File: src/rtl/evgen_pkg.sv
package evgen_pkg;
    localparam int TIME_W   = 24;
    localparam int FRAC_W   = 8;
    localparam int RATE_W   = 16;
    localparam int LN_IDX_W = 8;
    localparam int LN_W     = 12;
    localparam int RES_W    = 4;
    localparam int RND_W    = 32;
    localparam logic [RND_W-1:0] LFSR_TAPS = 32'h8020_0003;
    localparam logic [RND_W-1:0] LFSR_SEED = 32'hACE1_2468;

    // rounded -ln(k / 2^idx_w) scaled by 2^frac_w; index 0 borrows index 1
    function automatic int neglog_fx(int idx, int idx_w, int frac_w);
        int  k;
        real u;
        real v;
        k = (idx == 0) ? 1 : idx;
        u = real'(k) / real'(2 ** idx_w);
        v = -$ln(u) * real'(2 ** frac_w);
        return $rtoi(v + 0.5);
    endfunction
endpackage

File: src/rtl/evgen_lfsr.sv
module evgen_lfsr #(
    parameter int              W    = 32,
    parameter logic [W-1:0]    TAPS = 32'h8020_0003,
    parameter logic [W-1:0]    SEED = 32'hACE1_2468
) (
    input  logic         clk,
    input  logic         rst,
    input  logic         step,
    output logic [W-1:0] state
);
    always_ff @(posedge clk) begin
        if (rst) begin
            state <= SEED;
        end else if (step) begin
            state <= state[0] ? ((state >> 1) ^ TAPS) : (state >> 1);
        end
    end
endmodule

File: src/rtl/evgen_neglog_rom.sv
module evgen_neglog_rom #(
    parameter int IDX_W  = 8,
    parameter int OUT_W  = 12,
    parameter int FRAC_W = 8
) (
    input  logic [IDX_W-1:0] idx,
    output logic [OUT_W-1:0] val
);
    localparam int DEPTH = 1 << IDX_W;

    logic [OUT_W-1:0] tbl [DEPTH];

    for (genvar i = 0; i < DEPTH; i++) begin : g_ent
        assign tbl[i] = OUT_W'(evgen_pkg::neglog_fx(i, IDX_W, FRAC_W));
    end

    assign val = tbl[idx];
endmodule

File: src/rtl/evgen_sat_add.sv
module evgen_sat_add #(
    parameter int W  = 24,
    parameter int BW = 20
) (
    input  logic [W-1:0]  a,
    input  logic [BW-1:0] b,
    output logic [W-1:0]  sum
);
    logic [W:0] full;

    always_comb begin
        full = {1'b0, a} + (W+1)'(b);
        sum  = full[W] ? '1 : full[W-1:0];
    end
endmodule

File: src/rtl/rand_event_gen.sv
module rand_event_gen #(
    parameter int TIME_W   = evgen_pkg::TIME_W,
    parameter int FRAC_W   = evgen_pkg::FRAC_W,
    parameter int RATE_W   = evgen_pkg::RATE_W,
    parameter int LN_IDX_W = evgen_pkg::LN_IDX_W,
    parameter int LN_W     = evgen_pkg::LN_W,
    parameter int RES_W    = evgen_pkg::RES_W,
    parameter int RND_W    = evgen_pkg::RND_W
) (
    input  logic              clk,
    input  logic              rst,
    input  logic [RATE_W-1:0] mean_gap,
    input  logic [RATE_W-1:0] svc_span,
    output logic              out_valid,
    input  logic              out_ready,
    output logic [TIME_W-1:0] out_arrival,
    output logic [TIME_W-1:0] out_finish,
    output logic [RES_W-1:0]  out_need_a,
    output logic [RES_W-1:0]  out_need_b
);
    localparam int GPROD_W = RATE_W + LN_W;
    localparam int GAP_W   = GPROD_W - FRAC_W;
    localparam int SPROD_W = 2 * RATE_W;
    localparam int RA_HI   = RND_W - LN_IDX_W - 1;
    localparam int RB_HI   = RA_HI - RES_W;

    // pipeline advance: every stage and the random source move together
    logic adv;
    assign adv = !out_valid || out_ready;

    // random source
    logic [RND_W-1:0] rnd;
    evgen_lfsr #(
        .W   (RND_W),
        .TAPS(evgen_pkg::LFSR_TAPS),
        .SEED(evgen_pkg::LFSR_SEED)
    ) u_lfsr (
        .clk  (clk),
        .rst  (rst),
        .step (adv),
        .state(rnd)
    );

    // lane 1: negative log of the uniform top byte
    logic [LN_W-1:0] nl_cur;
    evgen_neglog_rom #(
        .IDX_W (LN_IDX_W),
        .OUT_W (LN_W),
        .FRAC_W(FRAC_W)
    ) u_rom (
        .idx(rnd[RND_W-1 -: LN_IDX_W]),
        .val(nl_cur)
    );

    // lane 2: uniform service offset
    logic [SPROD_W-1:0] svc_prod;
    assign svc_prod = SPROD_W'(rnd[RATE_W-1:0]) * SPROD_W'(svc_span);

    // stage A: offsets created
    logic              a_v;
    logic [LN_W-1:0]   a_nl;
    logic [RATE_W-1:0] a_svc;
    logic [RES_W-1:0]  a_na, a_nb;

    always_ff @(posedge clk) begin
        if (rst) begin
            a_v   <= 1'b0;
            a_nl  <= '0;
            a_svc <= '0;
            a_na  <= '0;
            a_nb  <= '0;
        end else if (adv) begin
            a_v   <= 1'b1;
            a_nl  <= nl_cur;
            a_svc <= svc_prod[SPROD_W-1 -: RATE_W];
            a_na  <= rnd[RA_HI -: RES_W];
            a_nb  <= rnd[RB_HI -: RES_W];
        end
    end

    // stage B: scale gap by mean and accumulate arrival time
    logic [GPROD_W-1:0] gap_prod;
    logic [GAP_W-1:0]   gap;
    logic [TIME_W-1:0]  arr_next;
    assign gap_prod = GPROD_W'(mean_gap) * GPROD_W'(a_nl);
    assign gap      = gap_prod[GPROD_W-1:FRAC_W];

    logic              b_v;
    logic [TIME_W-1:0] b_arr;
    logic [RATE_W-1:0] b_svc;
    logic [RES_W-1:0]  b_na, b_nb;

    evgen_sat_add #(.W(TIME_W), .BW(GAP_W)) u_arr_add (
        .a  (b_arr),
        .b  (gap),
        .sum(arr_next)
    );

    always_ff @(posedge clk) begin
        if (rst) begin
            b_v   <= 1'b0;
            b_arr <= '0;
            b_svc <= '0;
            b_na  <= '0;
            b_nb  <= '0;
        end else if (adv && a_v) begin
            b_v   <= 1'b1;
            b_arr <= arr_next;
            b_svc <= a_svc;
            b_na  <= a_na;
            b_nb  <= a_nb;
        end
    end

    // stage C: finish time and event placement
    logic [TIME_W-1:0] fin_next;
    evgen_sat_add #(.W(TIME_W), .BW(RATE_W)) u_fin_add (
        .a  (b_arr),
        .b  (b_svc),
        .sum(fin_next)
    );

    always_ff @(posedge clk) begin
        if (rst) begin
            out_valid   <= 1'b0;
            out_arrival <= '0;
            out_finish  <= '0;
            out_need_a  <= '0;
            out_need_b  <= '0;
        end else if (adv && b_v) begin
            out_valid   <= 1'b1;
            out_arrival <= b_arr;
            out_finish  <= fin_next;
            out_need_a  <= b_na;
            out_need_b  <= b_nb;
        end
    end

    logic unused_bits;
    assign unused_bits = ^{svc_prod[RATE_W-1:0], gap_prod[FRAC_W-1:0]};
endmodule

File: config.mk
export PLATFORM = sky130hd
export DESIGN_NAME = rand_event_gen
export DESIGN_NICKNAME = d
export VERILOG_FILES = /design/src/rtl/evgen_pkg.sv /design/src/rtl/evgen_lfsr.sv /design/src/rtl/evgen_neglog_rom.sv /design/src/rtl/evgen_sat_add.sv /design/src/rtl/rand_event_gen.sv
export SDC_FILE = /design/constraint.sdc
export NUM_CORES = 1
export LEC_CHECK = 0
export ABC_AREA = 0
export CAP_MARGIN = 5
export CORE_MARGIN = 1.5
export CORE_UTILIZATION = 58
export CTS_CLUSTER_DIAMETER = 80
export DETAILED_ROUTE_END_ITERATION = 16
export DONT_BUFFER_PORTS = 1
export GPL_TIMING_DRIVEN = 0
export PLACE_DENSITY = 0.84
export SYNTH_ARGS = -nofsm -noshare
export SYNTH_HDL_FRONTEND = slang
export SYNTH_SLANG_ARGS = --single-unit
File: constraint.sdc
create_clock -name clk -period 6.91 [get_ports clk]
set_input_delay 0.3455 -clock clk [delete_from_list [all_inputs] [get_ports clk]]
set_output_delay 0.3455 -clock clk [all_outputs]
set_load 0.02 [all_outputs]
==> summary.txt, run 1 <==
Run status
  • Status: finished with violations
  • Failing checks: negative setup slack

Final layout
  • Ant. Diodes: 0
  • Register Area: 0.00343 mm²
  • Syn-to-layout area delta: 9.44%
  • Filler cells: 3115
  • Layout cell share with drive strength beyond 1: 0.0863
  • NumNets Final: 3538
  • Final Util: 0.645
  • Finished Layout Cells: around 3500
  • Post-route cell area: 0.0257 mm²
  • Footprint of the multi-input gates: about 0.018 mm²

Placement
  • Pre-CTS WS: -1410 ps
  • Cells after DPL: 3434
  • Gpl congestion: 0.985
  • Placed Area: 0.0242 mm²
  • Port-buffer cells: 0
  • DP Wirelength: ~58 mm

Logic synthesis
  • Synthesized flop and latch total: 169
  • Syn_nets: 3492
  • Gate count of the mapped netlist: 2909
  • Cell with the most instances after synthesis: nand2_1
  • Register area share after synthesis: 0.144
  • Asr flop ratio synth: 0
  • Top cells by instance count after synthesis: nand2_1, inv_1, fa_1, ha_1, a21oi_1
  • Unique masters post-synth: 74
  • Number of enable flip-flop cells after synthesis: 0
  • Post-Syn Area per Cell: between 8 and 9 µm²
  • Synth top area share: 0.273
  • Top post-synthesis cells by area: fa_1, dfxtp_1, ha_1, nand2_1, inv_1
  • Yosys warning total: 0
  • Ys flop type: dfxtp_1
  • Top cell type by total area after synthesis: fa_1
  • Synth Cell Area: 0.0235 mm²

Timing
  • Worst slew pin tran: 896 ps
  • Post-layout min period: 7000 ps
  • Final Setup Violations: 16
  • Final worst slack: -86.8 ps
  • Endpoints failing hold: 0
  • Max-slew violation count: 0
  • RSZ-0062 raised after global routing: true
  • Final Cycle Share: 1.01
  • Fmax achieved: 143 MHz
  • Worst slew margin: 0.400
  • Setup TNS: -885 ps
  • Setup Skew: 17.7 ps
  • Hold slack: 451 ps

Clock tree
  • TritonCTS clock tree: yes
  • Clk_lat worst skew: 440 ps
  • Clock tree sinks: 169
  • Cts bufs inserted: 17
  • H-tree levels: 4
  • Root Buffer: clkbuf_16
  • Worst-path clk slew: 70 ps
  • Clk buf depth: 2
  • Hold Buf Count CTS: 0

Worst hold path
  • Hold Path Stages: 2
  • Hold Path Class: reg2reg
  • Hold Path End: b_svc[13]$_SDFFE_PP0P_
  • HP Start: a_svc[13]$_SDFFE_PP0N_

Detailed routing
  • Drt wl/cell: ~22 µm
  • Vias/cell: 6.15
  • DR DRC count: 0
  • Total Wirelength: 76.0 mm
  • DR iter-0 viols: 2042
  • Vias: 21465
  • Routed Antenna Nets: 0
  • First-pass detailed-route iteration total: 5

Worst setup path
  • Worst Path Arrival: ~7300 ps
  • CP required: approximately 7200 ps
  • Worst reg2reg path endpoint: b_arr[21]$_SDFFE_PP0P_
  • Startpoint types: flip-flop
  • Crit-path most repeated cell: fa_1
  • Reg2reg setup slack: -90 ps
  • Crit-path slowest cell: fa_1
  • R2r worst-path depth: 30
  • Max FO, Critical Path: 5
  • Top delay family on crit path: adder cells
  • R2R Path Start: a_nl[5]$_SDFFE_PP0N_
  • CP Class: reg2reg
  • Crit end category: flip-flop
  • Critical path buffers and inverters: 5
  • Crit-path max cell delay: roughly 570 ps

Pwr
  • Cell Pwr Density: 390 mW/mm²
  • Pleak: 11.9 nW
  • Final Power: 10.0 mW
  • Worst vdd rail ir drop: between 0.0003 and 0.0004 V

Global routing
  • GRT Residual Overflow: 0
  • First-pass GRT wire length: 118 mm
  • Total GRT Usage: 0.361
  • Initial antenna violation count: 0
  • Pin count of the biggest net entering global routing: 20
  • Vias in the first global route: 22116

Floorplanning
  • DIE HEIGHT: 204 µm
  • Full die area: 0.0418 mm²
  • Num rows: 73
  • Ports: 92
  • Initial Util: 0.589
  • Core area: around 0.04 mm²
  • Die X: 204 µm

Flow run
  • Max-cap violations: 0
## how the worst max path moves through the flow
stage                               from  cells after the start  slack (ps)                      to
floorplan           a_nl[4]$_SDFFE_PP0N_                     29          10   b_arr[0]$_SDFFE_PP0P_
global placement    a_nl[5]$_SDFFE_PP0N_                     30       -1250  b_arr[13]$_SDFFE_PP0P_
detailed placement  a_nl[5]$_SDFFE_PP0N_                     30       -1410  b_arr[18]$_SDFFE_PP0P_
CTS                 a_nl[3]$_SDFFE_PP0N_                     28         0.4  b_arr[22]$_SDFFE_PP0P_
global route        a_nl[3]$_SDFFE_PP0N_                     30        -300  b_arr[21]$_SDFFE_PP0P_
finish              a_nl[5]$_SDFFE_PP0N_                     30         -90  b_arr[21]$_SDFFE_PP0P_
## flip-flops by register name, summed over array words and instances (netlist names)
signal,count
a_na,4
a_nb,3
a_nl,11
a_svc,16
a_v,1
b_arr,24
b_na,4
b_nb,4
b_svc,16
b_v,1
out_arrival,24
out_finish,24
out_need_a,4
out_need_b,4
out_valid,1
u_lfsr.state,28
## metal layers
layer | up-vias | track usage | part of all wire | wire, µm
li1 | 9441 | - | - | -
met3 | 309 | 0.0745 | 0.11 | 8000
met2 | 1279 | 0.596 | 0.47 | 35400
met1 | 10436 | 0.447 | 0.37 | 28000
met5 | - | 0 | 0 | 0
met4 | 0 | 0.188 | 0.060 | 4560
## power by group
part	internal [mW]	switching, mW	total, mW
logic	3.32	4.46	7.78
clock network	0.510	0.421	0.931
registers	1.13	0.206	1.34
## cells by family (layout without fill, tap and decap cells)
kind of cell | count (synthesis) | count (layout) | synth area share
adders and majority gates | 548 | 548 | 0.394
DFF | 169 | 169 | 0.144
buffers and inverters | 597 | 655 | 0.0961
AOI/OAI and AO/OA | 560 | 560 | 0.150
xor gates and xnor gates | 71 | 71 | 0.0264
and+or+nand+nor | 956 | 956 | 0.184
muxes | 8 | 8 | 0.00612
## layout make-up
cell class,instances,area share
plain buffers,169,0.0300
well taps,525,0.0255
repair buffers,42,0.0139
clock inverters,11,0.00437
multi-input cells,2143,0.715
flip-flops and latches,169,0.133
inverters,413,0.0602
clock buffers,20,0.0174
## worst min-delay path: cells and delay by family, from the launching register on
family	cells	cell delay (ps)
simple gates	1	50
compound gates	1	50
flops	1	310
## timing repair
action                                  4_1_cts  5_1_grt
pin swaps                                    27       69
endpoints found under the setup margin       34       31
gates cloned                                  1        2
gates resized for setup                      96      114
setup buffers                                24       15
## cells in the final DEF, fill, tap and decap left out, types with 26 or more instances in the layout
cell,count
a211oi_1,29
xor2_1,33
nand3_1,41
and2_1,168
nand2_1,533
xnor2_1,33
ha_1,213
nor2_1,97
fa_1,317
buf_4,40
a21oi_1,201
o21ai_0,119
clkbuf_1,128
a21oi_2,26
dfxtp_1,145
inv_1,406
(Power assumes the default switching activity.)
==> inputs of run 2 (changes only) <==
- SYNTH_HIERARCHICAL: not set -> 1
==> run 2 against run 1 <==
The flow still finishes with violations (negative setup slack); non-clock buffer count rose by 8; die area up 4.9%; critical endpoint is now b_arr[13]$_SDFFE_PP0P_; highest routed layer unchanged; cell count up 4.3%; largest power group unchanged; clock-buffer cell count down 3; register-to-register slack got worse by 170 ps; sequential cell count grew 6; design area rose by 4.7%; synthesized area grew 4.9%.
==> summary.txt, run 2 <==
Run status
  • Status: finished with violations
  • Failing checks: negative setup slack

Clock tree
  • Worst-path clk slew: 80 ps (about the same)
  • Clock tree sinks: 175 (+3.6%)
  • Hold Buf Count CTS: 0 (unchanged)
  • TritonCTS clock tree: yes
  • H-tree levels: 4 (unchanged)
  • Clk buf depth: 2 (unchanged)
  • Root Buffer: clkbuf_16
  • Clk_lat worst skew: 440 ps (about the same)
  • Cts bufs inserted: 17 (unchanged)

Placement
  • Cells after DPL: 3563 (+3.8%)
  • Pre-CTS WS: -1040 ps (+377 ps)
  • Gpl congestion: 1.01 (+2.8%)
  • DP Wirelength: 59.7 mm (+3.5%)
  • Port-buffer cells: 0 (unchanged)

Logic synthesis
  • Ys flop type: dfxtp_1
  • Gate count of the mapped netlist: 3024 (+4.0%)
  • Top cell type by total area after synthesis: fa_1
  • Post-Syn Area per Cell: 8.16 µm² (+0.95%)
  • Number of enable flip-flop cells after synthesis: 0 (unchanged)
  • Unique masters post-synth: 100 (+35%)
  • Register area share after synthesis: 0.142 (-0.00191)
  • Synth Cell Area: 0.0247 mm² (+4.9%)
  • Top cells by instance count after synthesis: nand2_1, inv_1, fa_1, ha_1, a21oi_1
  • Yosys warning total: 6 (+6)
  • Synth top area share: 0.271 (-0.00232)
  • Syn_nets: 3606 (+3.3%)
  • Asr flop ratio synth: 0 (unchanged)
  • Top post-synthesis cells by area: fa_1, dfxtp_1, ha_1, nand2_1, inv_1
  • Cell with the most instances after synthesis: nand2_1
  • Synthesized flop and latch total: 175 (+3.6%)

Timing
  • Fmax achieved: 139 MHz (-2.4%)
  • Final Cycle Share: 1.04 (+0.0250)
  • Setup Skew: 16.3 ps (-1.39 ps)
  • Worst slew margin: 0.237 (-0.163)
  • Endpoints failing hold: 0 (unchanged)
  • Setup TNS: -5070 ps (-4180 ps)
  • Final worst slack: -259 ps (-172 ps)
  • Worst slew pin tran: 1140 ps (+244 ps)
  • Max-slew violation count: 0 (unchanged)
  • Post-layout min period: 7170 ps (+172 ps)
  • Final Setup Violations: 24 (+8)
  • RSZ-0062 raised after global routing: true

Floorplanning
  • Num rows: 75 (+2.7%)
  • Ports: 92 (unchanged)
  • DIE HEIGHT: 209 µm (+2.4%)
  • Full die area: 0.0438 mm² (+4.9%)
  • Die X: 209 µm (+2.4%)
  • Initial Util: 0.588 (-0.000835)
  • Core area: 0.0419 mm² (+5.1%)

Global routing
  • Pin count of the biggest net entering global routing: 20 (unchanged)
  • Vias in the first global route: 23406 (+5.8%)
  • First-pass GRT wire length: 123 mm (+4.4%)
  • Initial antenna violation count: 1 (+1)
  • Total GRT Usage: 0.357 (-0.00398)
  • GRT Residual Overflow: 0 (unchanged)

Final layout
  • NumNets Final: 3669 (+3.7%)
  • Finished Layout Cells: 3641 (+4.3%)
  • Syn-to-layout area delta: 9.20%
  • Most frequent cells in the layout: nand2_1, inv_1, fa_1
  • Filler cells: 3422 (+9.9%)
  • Layout cell share with drive strength beyond 1: 0.0894 (+0.00307)
  • Largest register FFs: 32 (+14%)
  • Top reg by flops: u_lfsr/state
  • Final Util: 0.643 (-0.00234)
  • Commonest non-fill, non-tap cell in the layout: nand2_1

Pwr
  • Cell-internal power: 4.97 mW (+0.18%)
  • Pleak: 12.6 nW (+5.7%)
  • Switching share of power: 0.518 (+0.0118)
  • Final Power: 10.3 mW (+2.6%)
  • Clk network pwr share: 0.098 (+0.005)
  • Switching Power: 5.34 mW (+5.0%)
  • Reg power frac: 0.132 (about the same)
  • Cell Pwr Density: 383 mW/mm² (-2.0%)
  • Worst vdd rail ir drop: 0.000390 V (+20%)
  • Comb power frac: 0.770 (-0.004)

Detailed routing
  • Vias: 22322 (+4.0%)
  • DR iter-0 viols: 2230 (+9.2%)
  • Total Wirelength: 77.8 mm (+2.4%)
  • DR DRC count: 0 (unchanged)
  • Drt wl/cell: 21.4 µm (-1.8%)
  • Vias/cell: 6.13 (-0.26%)
  • First-pass detailed-route iteration total: 6 (+1)
  • Routed Antenna Nets: 0 (unchanged)

Worst setup path
  • Worst Path Arrival: 7460 ps (+160 ps)
  • Crit-path slowest cell: fa_1
  • Startpoint types: flip-flop
  • Max FO, Critical Path: 6 (+1)
  • Reg2reg setup slack: -260 ps (-170 ps)
  • CP Class: reg2reg
  • CP required: 7200 ps (-20 ps)
  • R2r worst-path depth: 29 (-3.3%)
  • Crit end category: flip-flop
  • Crit-path most repeated cell: fa_1
  • Crit-path max cell delay: 600 ps (+30 ps)

Flow run
  • Max-cap violations: 0 (unchanged)

Worst hold path
  • Hold Path Class: in2reg
  • Hold Path Stages: 2 (unchanged)
## run 2: cell count changes after synthesis, sizes merged, moves of 9 or more
| cell | before | now |
|---|---|---|
| nor2 | 103 | 92 |
| mux2 | 1 | 10 |
| a211oi | 31 | 16 |
| mux2i | 2 | 35 |
| nand3 | 43 | 29 |
| ha | 227 | 213 |
| fa | 321 | 334 |
| and2 | 171 | 203 |
| xor2 | 35 | 24 |
| nand2 | 540 | 645 |
| o21ai | 134 | 70 |
| a21oi | 230 | 208 |
| clkbuf | 166 | 127 |
| buf | 18 | 48 |
## run 2: final timing paths
kind / end / from
max reg2reg: b_arr[13]$_SDFFE_PP0P_ / a_nl[11]$_SDFFE_PP0N_
min: u_lfsr/state[31]$_SDFFE_PP1P_ / rst
max: b_arr[13]$_SDFFE_PP0P_ / a_nl[11]$_SDFFE_PP0N_
min reg2reg: b_svc[2]$_SDFFE_PP0P_ / a_svc[2]$_SDFFE_PP0N_
## run 2: kinds of logic (layout without fill, tap and decap cells)
group | Yosys count | after routing | synth area share
fa+ha+maj | 547 | 547 | 0.379
xor+xnor | 62 | 62 | 0.0220
mux | 48 | 48 | 0.0216
buf+inv | 585 | 661 | 0.0956
flops | 175 | 175 | 0.142
other cells | 1 | 3 | 0.000152
compound gates | 494 | 494 | 0.131
simple gates | 1112 | 1112 | 0.209
## run 2: area by class of cell
type                       count  area [µm²]  area share
tap                          539         674      0.0250
sequential                   175        3540       0.131
clock buffer                  17         425      0.0158
buffer                       171         988      0.0367
clock inverter                15         189     0.00701
inverter                     410        1540      0.0571
multi-input combinational   2264       19200       0.711
antenna                        2        5.00    0.000186
timing repair buffer          48         427      0.0158
## run 2: metal layers
layer	global-route usage	routed length (µm)
met5	0	0
met4	0.163	3550
met3	0.0646	7520
met2	0.615	37500
met1	0.437	29200
## run 2: power by group through the flow
stage | Combinational (mW) | Sequential (mW) | Clock (mW)
2_1_floorplan | 5.44 | 1.28 | 0
3_3_place_gp | 6.80 | 1.37 | 0
3_5_place_dp | 7.11 | 1.38 | 0
4_1_cts | 7.58 | 1.35 | 1.01
5_1_grt | 8.79 | 1.37 | 1.05
6_report | 7.94 | 1.36 | 1.01
## run 2: metrics by stage
stage               hold slack [ps]  cell area [µm²]
floorplan                       427            24700
global route                   79.1            26900
detailed placement              446            25400
finish                         78.1            27000
global placement                442            25400
CTS                            66.4            26700
## run 2: critical path, delay by kind of cell (launching register included)
family,cells,cell delay [ps]
AOI/OAI and AO/OA,10,2150
DFF,1,400
and+or+nand+nor,4,310
buffers and inverters,7,820
xor gates and xnor gates,1,170
adders and majority gates,7,3130
## run 2: repair_timing
action | in CTS | in global routing
buffers inserted | 41 | 7
gates resized for setup | 98 | 71
pin swaps | 47 | 44
setup endpoints to repair | 24 | 32
gates cloned | 1 | 0
hold endpoints to repair | 0 | 0
